===== src/rtl/rail_seq_pkg.sv =====
package rail_seq_pkg;

  typedef enum logic [1:0] {
    PH_OFF  = 2'd0,
    PH_UP   = 2'd1,
    PH_ON   = 2'd2,
    PH_DOWN = 2'd3
  } phase_e;

endpackage


===== src/rtl/rail_seq_ctrl.sv =====
module rail_seq_ctrl
  import rail_seq_pkg::*;
(
  input  logic   clk,
  input  logic   rst_n,
  input  logic   start_up,
  input  logic   shut_down,
  input  logic   cnt_at_max,
  input  logic   cnt_at_zero,
  output phase_e phase,
  output logic   launch,
  output logic   seq_done
);

  phase_e ph_nxt;
  logic   done_nxt;

  // a new run is accepted only from the powered-off state
  assign launch = (phase == PH_OFF) && start_up;

  always_comb begin
    ph_nxt   = phase;
    done_nxt = 1'b0;
    case (phase)
      PH_OFF:  if (start_up) ph_nxt = PH_UP;
      PH_UP: begin
        if (shut_down) begin
          ph_nxt = PH_DOWN;
        end else if (cnt_at_max) begin
          ph_nxt   = PH_ON;
          done_nxt = 1'b1;
        end
      end
      PH_ON:   if (shut_down) ph_nxt = PH_DOWN;
      PH_DOWN: begin
        if (cnt_at_zero) begin
          ph_nxt   = PH_OFF;
          done_nxt = 1'b1;
        end
      end
      default: ph_nxt = PH_OFF;
    endcase
  end

  always_ff @(posedge clk or negedge rst_n) begin
    if (!rst_n) begin
      phase    <= PH_OFF;
      seq_done <= 1'b0;
    end else begin
      phase    <= ph_nxt;
      seq_done <= done_nxt;
    end
  end

  AST_DONE_SINGLE: assert property (@(posedge clk) disable iff (!rst_n) seq_done |=> !seq_done);
  AST_START_IGNORED_ON: assert property (@(posedge clk) disable iff (!rst_n) (phase == PH_ON && !shut_down) |=> phase == PH_ON);
  AST_OFF_LEAVES_TO_UP: assert property (@(posedge clk) disable iff (!rst_n) (phase == PH_OFF && !start_up) |=> phase == PH_OFF);

endmodule


===== src/rtl/rail_seq_timer.sv =====
module rail_seq_timer
  import rail_seq_pkg::*;
#(
  parameter int CNT_W = 6
) (
  input  logic             clk,
  input  logic             rst_n,
  input  phase_e           phase,
  input  logic             launch,
  input  logic             tick,
  output logic [CNT_W-1:0] cnt,
  output logic             at_max,
  output logic             at_zero
);

  localparam logic [CNT_W-1:0] TOP = '1;

  assign at_max  = (cnt == TOP);
  assign at_zero = (cnt == '0);

  // one counter serves both directions: up while powering up, down while
  // powering down, frozen otherwise
  always_ff @(posedge clk or negedge rst_n) begin
    if (!rst_n) begin
      cnt <= '0;
    end else if (launch) begin
      cnt <= '0;
    end else if (tick) begin
      if (phase == PH_UP && !at_max)
        cnt <= cnt + 1'b1;
      else if (phase == PH_DOWN && !at_zero)
        cnt <= cnt - 1'b1;
    end
  end

  AST_CNT_UP_STEP: assert property (@(posedge clk) disable iff (!rst_n) (phase == PH_UP && tick && !launch && cnt != TOP) |=> cnt == $past(cnt) + 1'b1);
  AST_CNT_DOWN_STEP: assert property (@(posedge clk) disable iff (!rst_n) (phase == PH_DOWN && tick && cnt != '0) |=> cnt == $past(cnt) - 1'b1);
  AST_CNT_HOLD: assert property (@(posedge clk) disable iff (!rst_n) (!tick && !launch) |=> $stable(cnt));

endmodule


===== src/rtl/rail_seq_decode.sv =====
module rail_seq_decode
  import rail_seq_pkg::*;
#(
  parameter int                          CNT_W       = 6,
  parameter int                          NUM_RAILS   = 4,
  parameter logic [NUM_RAILS*CNT_W-1:0]  STD_OFF_MS  = {6'd38, 6'd43, 6'd48, 6'd58},
  parameter logic [NUM_RAILS*CNT_W-1:0]  ALT_OFF_MS  = {6'd10, 6'd10, 6'd10, 6'd10},
  parameter logic [CNT_W-1:0]            STD_RST_OFF = 6'd3,
  parameter logic [CNT_W-1:0]            ALT_RST_OFF = 6'd3
) (
  input  phase_e               phase,
  input  logic [CNT_W-1:0]     cnt,
  input  logic                 alt_q,
  output logic [NUM_RAILS-1:0] rail_en,
  output logic                 sys_rst_n
);

  // frame length is the counter's top value; on-delays mirror off-delays
  localparam logic [CNT_W-1:0] FRAME      = '1;
  localparam logic [CNT_W-1:0] STD_RST_ON = FRAME - STD_RST_OFF;
  localparam logic [CNT_W-1:0] ALT_RST_ON = FRAME - ALT_RST_OFF;

  logic [CNT_W-1:0] rst_thr;
  logic             rst_rel;

  for (genvar k = 0; k < NUM_RAILS; k++) begin : g_rail
    localparam logic [CNT_W-1:0] STD_ON = FRAME - STD_OFF_MS[k*CNT_W +: CNT_W];
    localparam logic [CNT_W-1:0] ALT_ON = FRAME - ALT_OFF_MS[k*CNT_W +: CNT_W];
    logic [CNT_W-1:0] thr;
    assign thr = alt_q ? ALT_ON : STD_ON;
    // rising count: on at the threshold; falling count: off at the threshold
    assign rail_en[k] = (phase == PH_ON)
                      | ((phase == PH_UP)   && (cnt >= thr))
                      | ((phase == PH_DOWN) && (cnt >  thr));
  end

  assign rst_thr   = alt_q ? ALT_RST_ON : STD_RST_ON;
  assign rst_rel   = (phase == PH_ON)
                   | ((phase == PH_UP)   && (cnt >= rst_thr))
                   | ((phase == PH_DOWN) && (cnt >  rst_thr));
  assign sys_rst_n = rst_rel && (&rail_en);

endmodule


===== src/rtl/rail_sequencer.sv =====
module rail_sequencer
  import rail_seq_pkg::*;
#(
  parameter int                          CNT_W       = 6,
  parameter int                          NUM_RAILS   = 4,
  parameter logic [NUM_RAILS*CNT_W-1:0]  STD_OFF_MS  = {6'd38, 6'd43, 6'd48, 6'd58},
  parameter logic [NUM_RAILS*CNT_W-1:0]  ALT_OFF_MS  = {6'd10, 6'd10, 6'd10, 6'd10},
  parameter logic [CNT_W-1:0]            STD_RST_OFF = 6'd3,
  parameter logic [CNT_W-1:0]            ALT_RST_OFF = 6'd3
) (
  input  logic                 clk,
  input  logic                 rst_n,
  input  logic                 tick_1ms,
  input  logic                 start_up,
  input  logic                 shut_down,
  input  logic                 alt_profile,
  output logic [NUM_RAILS-1:0] rail_en,
  output logic                 sys_rst_n,
  output logic                 seq_done
);

  phase_e           phase;
  logic             launch;
  logic [CNT_W-1:0] cnt;
  logic             at_max;
  logic             at_zero;
  logic             alt_q;

  // profile is frozen for the whole up/down cycle
  always_ff @(posedge clk or negedge rst_n) begin
    if (!rst_n)      alt_q <= 1'b0;
    else if (launch) alt_q <= alt_profile;
  end

  rail_seq_ctrl u_ctrl (
    .clk         (clk),
    .rst_n       (rst_n),
    .start_up    (start_up),
    .shut_down   (shut_down),
    .cnt_at_max  (at_max),
    .cnt_at_zero (at_zero),
    .phase       (phase),
    .launch      (launch),
    .seq_done    (seq_done)
  );

  rail_seq_timer #(.CNT_W(CNT_W)) u_timer (
    .clk     (clk),
    .rst_n   (rst_n),
    .phase   (phase),
    .launch  (launch),
    .tick    (tick_1ms),
    .cnt     (cnt),
    .at_max  (at_max),
    .at_zero (at_zero)
  );

  rail_seq_decode #(
    .CNT_W       (CNT_W),
    .NUM_RAILS   (NUM_RAILS),
    .STD_OFF_MS  (STD_OFF_MS),
    .ALT_OFF_MS  (ALT_OFF_MS),
    .STD_RST_OFF (STD_RST_OFF),
    .ALT_RST_OFF (ALT_RST_OFF)
  ) u_decode (
    .phase     (phase),
    .cnt       (cnt),
    .alt_q     (alt_q),
    .rail_en   (rail_en),
    .sys_rst_n (sys_rst_n)
  );

  AST_OFF_QUIET: assert property (@(posedge clk) disable iff (!rst_n) (phase == PH_OFF) |-> (rail_en == '0 && !sys_rst_n));
  AST_UP_ONLY_RISES: assert property (@(posedge clk) disable iff (!rst_n) (phase == PH_UP && $past(phase) == PH_UP) |-> ((rail_en & $past(rail_en)) == $past(rail_en)));
  AST_DOWN_ONLY_FALLS: assert property (@(posedge clk) disable iff (!rst_n) (phase == PH_DOWN && $past(phase) == PH_DOWN) |-> ((rail_en | $past(rail_en)) == $past(rail_en)));
  AST_ON_HOLDS: assert property (@(posedge clk) disable iff (!rst_n) (phase == PH_ON) |-> (&rail_en && sys_rst_n));

  for (genvar k = 1; k < NUM_RAILS; k++) begin : g_nest
    AST_STD_NESTED: assert property (@(posedge clk) disable iff (!rst_n) (!alt_q && rail_en[k]) |-> rail_en[k-1]);
  end

endmodule


===== config.mk =====
export PLATFORM = sky130hd
export DESIGN_NAME = rail_sequencer
export DESIGN_NICKNAME = d
export VERILOG_FILES = /design/src/rtl/rail_seq_pkg.sv /design/src/rtl/rail_seq_ctrl.sv /design/src/rtl/rail_seq_timer.sv /design/src/rtl/rail_seq_decode.sv /design/src/rtl/rail_sequencer.sv
export SDC_FILE = /design/constraint.sdc
export NUM_CORES = 1
export LEC_CHECK = 0
export ABC_CLOCK_PERIOD_IN_PS = 7920
export BUFFER_PORTS_ARGS = -buffer_cell sky130_fd_sc_hd__buf_2
export CAP_MARGIN = 20
export CELL_PAD_IN_SITES_DETAIL_PLACEMENT = 1
export CELL_PAD_IN_SITES_GLOBAL_PLACEMENT = 1
export CORE_ASPECT_RATIO = 1.25
export CORE_UTILIZATION = 45
export DETAILED_ROUTE_END_ITERATION = 7
export PLACE_DENSITY = 0.85
export SYNTH_ARGS = -nofsm -noshare
export SYNTH_HDL_FRONTEND = slang
export SYNTH_HIERARCHICAL = 1
export SYNTH_SLANG_ARGS = --single-unit

===== constraint.sdc =====
create_clock -name clk -period 7.92 [get_ports clk]
set_input_delay 0.396 -clock clk [delete_from_list [all_inputs] [get_ports clk]]
set_output_delay 0.396 -clock clk [all_outputs]
set_load 0.005 [all_outputs]

# Word level (Yosys, flattened, before mapping)
# Index checks and enable logic that the tools add are counted.
# classes
n_reduce_logical	23
mux	18
addsub	2
n_lt_le_gt_ge	10
eq_ne	8
n_bitwise	10
# op_table
operator	n
6-bit 2-to-1 mux	8
6-bit greater-or-equal comparator	4
6-bit greater-than comparator	4
1-bit logical AND	14
2-bit 2-to-1 mux	5
1-bit OR	10
2-bit one-hot mux with 4 select lines	1
4-bit AND reduction	2
6-bit by 1-bit adder with 6-bit output (second input constant)	1
6-bit == test (second input constant)	1
6-bit greater-or-equal comparator (second input constant)	1
6-bit greater-than comparator (second input constant)	1
6-bit logical NOT	1
6-bit by 1-bit subtractor with 6-bit output (second input constant)	1
2-bit == test (second input constant)	2
2-bit != test (second input constant)	2
1-bit 2-to-1 mux	3
3-bit by 2-bit != test with 1-bit output (second input constant)	1
3-bit nonzero test	1
2-bit by 1-bit == test with 1-bit output (second input constant)	1
1-bit logical NOT	2
2-bit logical NOT	1
2-bit by 1-bit != test with 1-bit output (second input constant)	1
1-bit one-hot mux with 2 select lines	1
2 further kinds	2
# totals
out_inout_bits	6
ff_bits	10
inputBits	6
wordCells	75

# Logic depth before layout (Yosys ltp)
# Gate-level depths: netlist of the first run.
# logic_depth
depth_word	7
mapped_depth	9
depth_no_buf	9

# Hierarchy
# Netlist of the first run, hierarchy kept.
# modules_own_cells
mod	area_per_inst_um2	seq_area_each_um2	instances	cells_per_inst
rail_seq_timer	570.5	150.1	1	63
rail_seq_decode	326.6	0.0	1	45
rail_seq_ctrl	270.3	75.1	1	26
rail_sequencer	40.0	25.0	1	2

# Least setup slack after synthesis of the first run
# OpenSTA, ideal clock, no wires.
# synth_timing
kind	register to register
startpoint	register u_ctrl.phase[0]
endpoint	register u_timer.cnt[5]
stages_incl_launch_ff	9
path_buffers	0
slack_ps	5339
setup_time_ps	136
arrival_time_ps	2444
synth_period_minus_slack_ps	2581
t_required_ps	7784
path_cell_list	dfrtp_1 nor2b_1 o21ai_0 ha_1 a211oi_1 o21ai_0 and3_1 o311ai_1 o31ai_2
# synth_between
elab_chain_len	5
word_cells_on_any_way	12
classes_between	2 x eq/ne; 3 x mux; 7 x reduce/logical
# synth_rtl
item	line	rtl
from (decl)	rail_seq_ctrl.sv:10	output phase_e phase,
from (signal assigned)	rail_seq_ctrl.sv:50	phase <= ph_nxt;
2-bit by 1-bit == test with 1-bit output	rail_seq_timer.sv:29	if (phase == PH_UP && !at_max)
1-bit logical AND	rail_seq_timer.sv:29	
6-bit 2-to-1 mux	rail_seq_timer.sv:29	
6-bit 2-to-1 mux	rail_seq_timer.sv:28	end else if (tick) begin
6-bit 2-to-1 mux	rail_seq_timer.sv:26	end else if (launch) begin
to (signal assigned)	rail_seq_timer.sv:30	cnt <= cnt + 1'b1;
to (signal assigned)	rail_seq_timer.sv:32	cnt <= cnt - 1'b1;
to (decl)	rail_seq_timer.sv:11	output logic [CNT_W-1:0] cnt,
# Parallel ways exist; a longest one is shown, timed or not. The select of a mux whose other input is x is not followed.
# A chain may end at the register's enable or synchronous reset.

# Worst setup path after layout of the first run
# Same ends and word-level chain as after synthesis.

==> results.md, run 1 <==
* Tot GR Track Use at between 20% and 30%
* Number of antenna diodes at 0
* CP endpoint kind: register
* Wirelength per Cell at between 15 and 20 um
* Pin count of the biggest net entering global routing at 16
* First-pass GRT wire length at roughly 5.0 mm
* Die Y at 59.9 um
* Fin area at ~1400 um2
* Cell taking the most area after synthesis: dfrtp_1
* Core ar. at 2480 um2
* Cell count after synthesis at between 100 and 150
* Post-Synth XOR/XNOR Area at under 10%
* Fillers at a little over 300
* Initial Util at between 40 and 50%
* Slew HR at 52.9%
* Critical path origin: u_ctrl/phase[0]
* Final Max Slew Viols at 0
* CP required at ~8100 ps
* Largest family of logic cells by synthesized area: simple AND/OR/NAND/NOR gates
* Cells along the critical path: nor2b_1 -> o21ai_0 -> ha_1 -> a211oi_1 -> o21ai_0 -> and3_1 -> o311ai_1 -> o31ai_2
* Hold_sp: alt_profile
* Main synth FF type: dfrtp_1
* Fin. Hold Viols at 0
* Critical path class: register to register
* Antenna Nets Post-Route at 0
* Pre-CTS setup slack at between 4000 and 5000 ps
* Reg2reg start: u_ctrl/phase[0]
* IO buf count at 11
* Die Width at 48.3 um
* Routed vias at around 1100
* Top cell type's share of synthesized area at about a fifth
* Wirelength, routed at ~3.1 mm
* Die Footprint at approximately 2900 um2
* Leakage at 0.616 nW
* Register area at roughly 250 um2
* Synth Area in Compound Gates at 23.8%
* Worst VDD drop at 212 uV
* Syn. warnings at 6
* DRC Markers at 0
* Clock Sinks at 10
* Sequential fraction of the synthesis area at approximately a fifth
* Post-synth EDFFs at 0
* Max Freq at ~0.32 GHz
* Top fanout value on the critical path at 15
* Yosys reg bits at 10
* PwrDens at between 500 and 600 nW/um2
* Worst setup SP type: register
* Critical path's slowest cell: dfrtp_1
* CP Data Arrival Time at about 3300 ps
* Most used cell, CP: o21ai_0
* Number of DRC markers in iteration 0 at 42
* I/O pins at 12
* Final #Nets at ~180
* Status: finished, final reports clean
* Worst hold slack at around 350 ps
* Synth area leaders: dfrtp_1, ha_1, a211oi_1, nor2_1, o21ai_0
* Post-DP HPWL at between 2 and 2.5 mm
* Measured slew at the worst slew-check pin at roughly 700 ps
* Final core utilization at 54.5%
* RePlAce Congestion at 0.819
* Period utilisation layout at roughly two fifths
* CTS root buf: clkbuf_4
* Post-CTS Resized at 0
* CTS max path bufs at 2
* Area of the multi-input gates at about 920 um2
* CTS buffer count at 3
* Synth Area in Simple Gates at roughly 28%
* Hold bufs inserted after CTS at 1
* Vias in the first global route at between 1000 and 1500
* Post-synthesis mux area share at approximately 5.0%
* Gr ovfl total at 0
* Post-synth ARST share at between 90% and 100%
* Mapped Area at approximately 1200 um2
* Post-Synth Adder-Cell Area at approximately 18%
* Distinct cell type count after synthesis at between 40 and 50
* Clk pin slew, worst setup/hold paths at about 80 ps
* Max incr delay on CP at between 600 and 700 ps
* Post-DR vias/cell at 6.02
* Unrepaired setup endpoints after global routing: no
* CTS tree: done
* Num rows at 20
* Post-Syn Nets at 159
* Max-cap viol count at 0
* Post-route worst setup slack at about 4800 ps
* Setup Skew at 9.07 ps
* Hold Crit Class: input port to register
* DR pass1 iterations at 5
* Area after DPL at between 1000 and 1500 um2
* Setup bufs post-CTS at 0
* Syn Area/Cell at just under 9 um2
* Min Tclk post-route at between 3000 and 4000 ps
* Share of layout cells above drive strength 1 at 19.7%
* Worst-Skew Late Latency at 290 ps
* Setup Viol. Count Final at 0
* Area added between synthesis and finish at 11.8%
* Total Neg Setup Slack at 0 ps
* Htree depth at 1
* Antenna violations before repair at 0
-- cell families after synthesis --
group           count (synthesis)
fa+ha+maj                      17
simple gates                   56
compound gates                 37
buf+inv                         9
flops                          10
mux                             5
xor+xnor                        2
-- synthesized netlist by cell type, drive strengths merged, types with 3 or more instances --
| library cell | number |
|---|---|
| mux2i | 3 |
| a211oi | 8 |
| dfrtp | 10 |
| nor3 | 4 |
| a21o | 6 |
| inv | 9 |
| nor2 | 13 |
| nand2 | 6 |
| o21ai | 7 |
| ha | 16 |
| nand3 | 5 |
| a21oi | 4 |
| nor3b | 3 |
| nor2b | 4 |
| nand2b | 5 |
-- per-layer routing --
| metal | global-route usage (%) | share of wire [%] |
|---|---|---|
| met1 | 27.3 | 45 |
| met2 | 41.9 | 50 |
| met3 | 1.78 | 2.1 |
| met4 | 14.3 | 2.7 |
| met5 | 0 | 0 |
-- worst paths after layout --
| path | end | slack, ps | cells past startpoint |
|---|---|---|---|
| worst min-delay path | alt_q | 350 | 2 |
| min in group asynchronous | u_ctrl/phase[0] | 500 | 2 |
| worst max register to register | u_timer/cnt[5] | 4770 | 8 |
| worst min register to register | alt_q | 640 | 1 |
| max in group asynchronous | alt_q | 7200 | 2 |
| worst max-delay path | u_timer/cnt[5] | 4770 | 8 |
-- worst max-delay path, delay by kind of cell, from the launching register on --
family                   cells  cell delay, ps
AO/OA/AOI/OAI                5            1340
adder cells (fa/ha/maj)      1             420
flip-flops                   1             630
AND/OR/NAND/NOR              2             640
-- flip-flops by register name, summed over array words and instances, names as in the netlist --
signal,count
u_timer/cnt,6
u_ctrl/phase,2
alt_q,1
u_ctrl/seq_done,1
-- where the power goes --
| group | internal, mW | total (mW) | switching, mW |
|---|---|---|---|
| clock network | 0.0280 | 0.0491 | 0.0211 |
| registers | 0.0749 | 0.150 | 0.0746 |
| logic | 0.235 | 0.491 | 0.256 |
-- per-stage QoR --
step	power [mW]	cells
after floorplan	0.503	136
after global placement	0.605	180
after detailed placement	0.633	180
after CTS	0.689	185
after global routing	0.749	185
final	0.689	185
-- layout by cell type, fill, tap and decap left out, drive strengths merged, types with 2 or more instances in the layout --
master / instances
mux2: 2
nor3: 4
nor3b: 3
nand2: 6
and4: 2
and3: 2
dfrtp: 10
ha: 16
nand3b: 2
clkbuf: 4
mux2i: 3
nor2: 13
inv: 9
o21a: 2
a21oi: 4
or2: 2
o21ai: 7
nor2b: 4
xnor2: 2
or4: 2
nand4: 2
a21o: 6
buf: 11
nand2b: 5
nand3: 5
a211oi: 8
-- area by class of cell --
class                      count  share of cell area, %
multi-input combinational    117                   68.4
sequential                    10                   18.5
timing repair buffer          12                   4.82
tap                           33                   3.06
clock buffer                   4                   2.69
inverter                       9                   2.50
No activity file was read; power rests on OpenSTA's default activity.
==> run 2, diff against run 1 <==
--- a/config.mk
+++ b/config.mk
@@ -5,15 +5,15 @@
 export SDC_FILE = /design/constraint.sdc
 export NUM_CORES = 1
 export LEC_CHECK = 0
-export ABC_CLOCK_PERIOD_IN_PS = 7920
+export ABC_CLOCK_PERIOD_IN_PS = 2600
 export BUFFER_PORTS_ARGS = -buffer_cell sky130_fd_sc_hd__buf_2
 export CAP_MARGIN = 20
 export CELL_PAD_IN_SITES_DETAIL_PLACEMENT = 1
 export CELL_PAD_IN_SITES_GLOBAL_PLACEMENT = 1
 export CORE_ASPECT_RATIO = 1.25
-export CORE_UTILIZATION = 45
+export CORE_UTILIZATION = 40
 export DETAILED_ROUTE_END_ITERATION = 7
-export PLACE_DENSITY = 0.85
+export PLACE_DENSITY = 0.81
 export SYNTH_ARGS = -nofsm -noshare
 export SYNTH_HDL_FRONTEND = slang
 export SYNTH_HIERARCHICAL = 1
==> constraint.sdc (replaced) <==
create_clock -name clk -period 2.6 [get_ports clk]
set_input_delay 0.13 -clock clk [delete_from_list [all_inputs] [get_ports clk]]
set_output_delay 0.13 -clock clk [all_outputs]
set_load 0.005 [all_outputs]
==> run 2 against run 1 <==
Effect of this change: die area rose by 12%; utilization fell by 3.7 points; sequential share of layout area fell by 0.85 points; worst hold slack got worse by 240 ps; global-route usage fell by 1.1 points; via count rose by 4.6%; setup slack got worse by 4700 ps; non-clock buffer count rose by 10; sequential cell count did not move.
==> results.md, run 2 (synthesis results as in run 1) <==
* Hold Crit Class: input port to register (unchanged)
* Max-cap viol count at 0 (unchanged)
* Top fanout value on the critical path at 7 (was 15)
* Worst hold slack at 108 ps (was 351 ps)
* Worst setup SP type: register (unchanged)
* Max reg flops at 6 (unchanged)
* Num rows at 21 (was 20)
* Most frequent cells in the layout: ha_1, nor2_1, buf_2, dfrtp_1, buf_4 (was ha_1, nor2_1, buf_2, dfrtp_1, inv_1)
* Measured slew at the worst slew-check pin at 506 ps (was 699 ps)
* CTS root buf: clkbuf_4 (unchanged)
* Htree depth at 1 (unchanged)
* Gr ovfl total at 0 (unchanged)
* Area added between synthesis and finish at 17.2% (was 11.8%)
* Setup Viol. Count Final at 0 (unchanged)
* Period utilisation layout at a little over nine tenths
* Clock Sinks at 10 (unchanged)
* Inst Count DP at 191 (was 180)
* CP Data Arrival Time at 2360 ps (was 3310 ps)
* Status: finished, final reports clean (unchanged)
* Clk pin slew, worst setup/hold paths at 60 ps (was 80 ps)
* Cell internal pwr at 1.10 mW (was 0.338 mW)
* CP endpoint kind: output port (was register)
* Pin count of the biggest net entering global routing at 15 (was 16)
* Die Width at 51.1 um (was 48.3 um)
* Finished Layout Cells at 195 (was 185)
* Number of antenna diodes at 0 (unchanged)
* Sw frac at 49.3% (was 51.0%)
* Final core utilization at 50.8% (was 54.5%)
* Wirelength per Cell at 16.6 um (was 17.0 um)
* Die Footprint at 3240 um2 (was 2900 um2)
* Final #Nets at 186 (was 176)
* Post-DR vias/cell at 5.97 (was 6.02)
* Vias in the first global route at 1193 (was 1093)
* Fin. Hold Viols at 0 (unchanged)
* CTS buffer count at 3 (unchanged)
* IO buf count at 11 (unchanged)
* Max Freq at just over 0.4 GHz
* Die Y at 63.4 um (was 59.9 um)
* Core ar. at 2790 um2 (was 2480 um2)
* Setup Skew at 2.23 ps (was 9.07 ps)
* Slew HR at 66.2% (was 52.9%)
* Pre-CTS setup slack at 305 ps (was 4850 ps)
* Antenna violations before repair at 0 (unchanged)
* Worst Path Buf+Inv at 2 (was 0)
* I/O pins at 12 (unchanged)
* Worst-Skew Late Latency at 250 ps (was 290 ps)
* Biggest register: u_timer/cnt (unchanged)
* Antenna Nets Post-Route at 0 (unchanged)
* CP required at 2470 ps (was 8080 ps)
* Share of layout cells above drive strength 1 at 24.8% (was 19.7%)
* Max incr delay on CP at 480 ps (was 630 ps)
* Clock share of power at 4.7% (was 7.1%)
* RePlAce Congestion at 0.753 (was 0.819)
* Total power at 2.17 mW (was 0.689 mW)
* CTS tree: done (unchanged)
* Leakage at 0.656 nW (was 0.616 nW)
* PwrDens at 1530 nW/um2 (was 511 nW/um2)
* Routed vias at 1164 (was 1113)
* Min Tclk post-route at about 2500 ps
* CTS max path bufs at 2 (unchanged)
* Post-DP HPWL at 2.49 mm (was 2.37 mm)
* Final Max Slew Viols at 0 (unchanged)
* Net Sw Power at 1.07 mW (was 0.351 mW)
* DRC Markers at 0 (unchanged)
* Critical path class: register to output port (was register to register)
* Logic pwr share at 82.4% (was 71.2%)
* Wirelength, routed at 3.24 mm (was 3.15 mm)
* Initial Util at 43.4% (was 48.7%)
* Worst VDD drop at 781 uV (was 212 uV)
* DR pass1 iterations at 4 (was 5)
* Tot GR Track Use at 22.2% (was 23.3%)
* Area after DPL at 1380 um2 (was 1300 um2)
* Number of DRC markers in iteration 0 at 17 (was 42)
* Sequential power share at 12.9% (was 21.7%)
* Commonest non-fill, non-tap cell in the layout: ha_1 (unchanged)
* Largest regs: u_timer/cnt (6), u_ctrl/phase (2) (unchanged)
* Top delay family on crit path: simple AND/OR/NAND/NOR gates (was compound AO/OA/AOI/OAI gates)
* Post-route worst setup slack at 114 ps (was 4770 ps)
* Total Neg Setup Slack at 0 ps (unchanged)
* Unrepaired setup endpoints after global routing: no (unchanged)
* Critical path's slowest cell: or4b_1 (was dfrtp_1)
* Fin area at 1420 um2 (was 1350 um2)
* First-pass GRT wire length at 5.55 mm (was 5.02 mm)
* Cells along the critical path: buf_4 -> ha_2 -> nand3_1 -> or4b_1 -> a41o_1 -> and4_1 -> buf_2 (was nor2b_1 -> o21ai_0 -> ha_1 -> a211oi_1 -> o21ai_0 -> and3_1 -> o311ai_1 -> o31ai_2)
run 2: changes by cell type in the layout (fill, tap and decap cells not counted), sizes merged:
cell / before / now
clkbuf: 4 / 3
buf: 11 / 21
run 2: final timing paths:
| path | slack, ps | from | cells past startpoint | endpoint |
|---|---|---|---|---|
| setup / recovery | 110 | u_timer/cnt[5] | 7 | sys_rst_n |
| hold / removal | 110 | alt_profile | 2 | alt_q |
| setup reg to reg | 270 | u_ctrl/phase[1] | 9 | u_timer/cnt[5] |
| hold reg to reg | 620 | alt_q | 1 | alt_q |
| max in group asynchronous | 2100 | rst_n | 2 | u_timer/cnt[2] |
| min in group asynchronous | 300 | rst_n | 2 | u_ctrl/phase[0] |
run 2: power groups by stage:
stage               clock network [mW]  registers, mW  logic [mW]
finish                           0.102          0.280        1.78
detailed placement                   0          0.283        1.77
global placement                     0          0.278        1.69
global route                     0.112          0.289        1.99
CTS                              0.106          0.280        1.78
floorplan                            0          0.385        1.15
run 2: repair_timing:
action | CTS | global route
endpoints found under the setup margin | 0 | 2
hold endpoints to repair | 10 | 0
setup buffers | 0 | 0
resized for setup | 0 | 2
hold buffers | 1 | 0
run 2: per-layer routing:
metal | track usage, % | vias to the layer above | wire, um
li1 | - | 563 | -
met1 | 27.2 | 583 | 1450
met2 | 40.5 | 14 | 1710
met3 | 1.21 | 4 | 59
met4 | 6.25 | 0 | 25
met5 | 0 | - | 0
run 2: cell type report:
type | instances | area (um2)
clock buffers | 3 | 22.5
well taps | 34 | 42.5
repair buffers | 22 | 140
inverters | 9 | 33.8
multi-input cells | 117 | 926
flip-flops and latches | 10 | 250
fillers | 353 | 1370
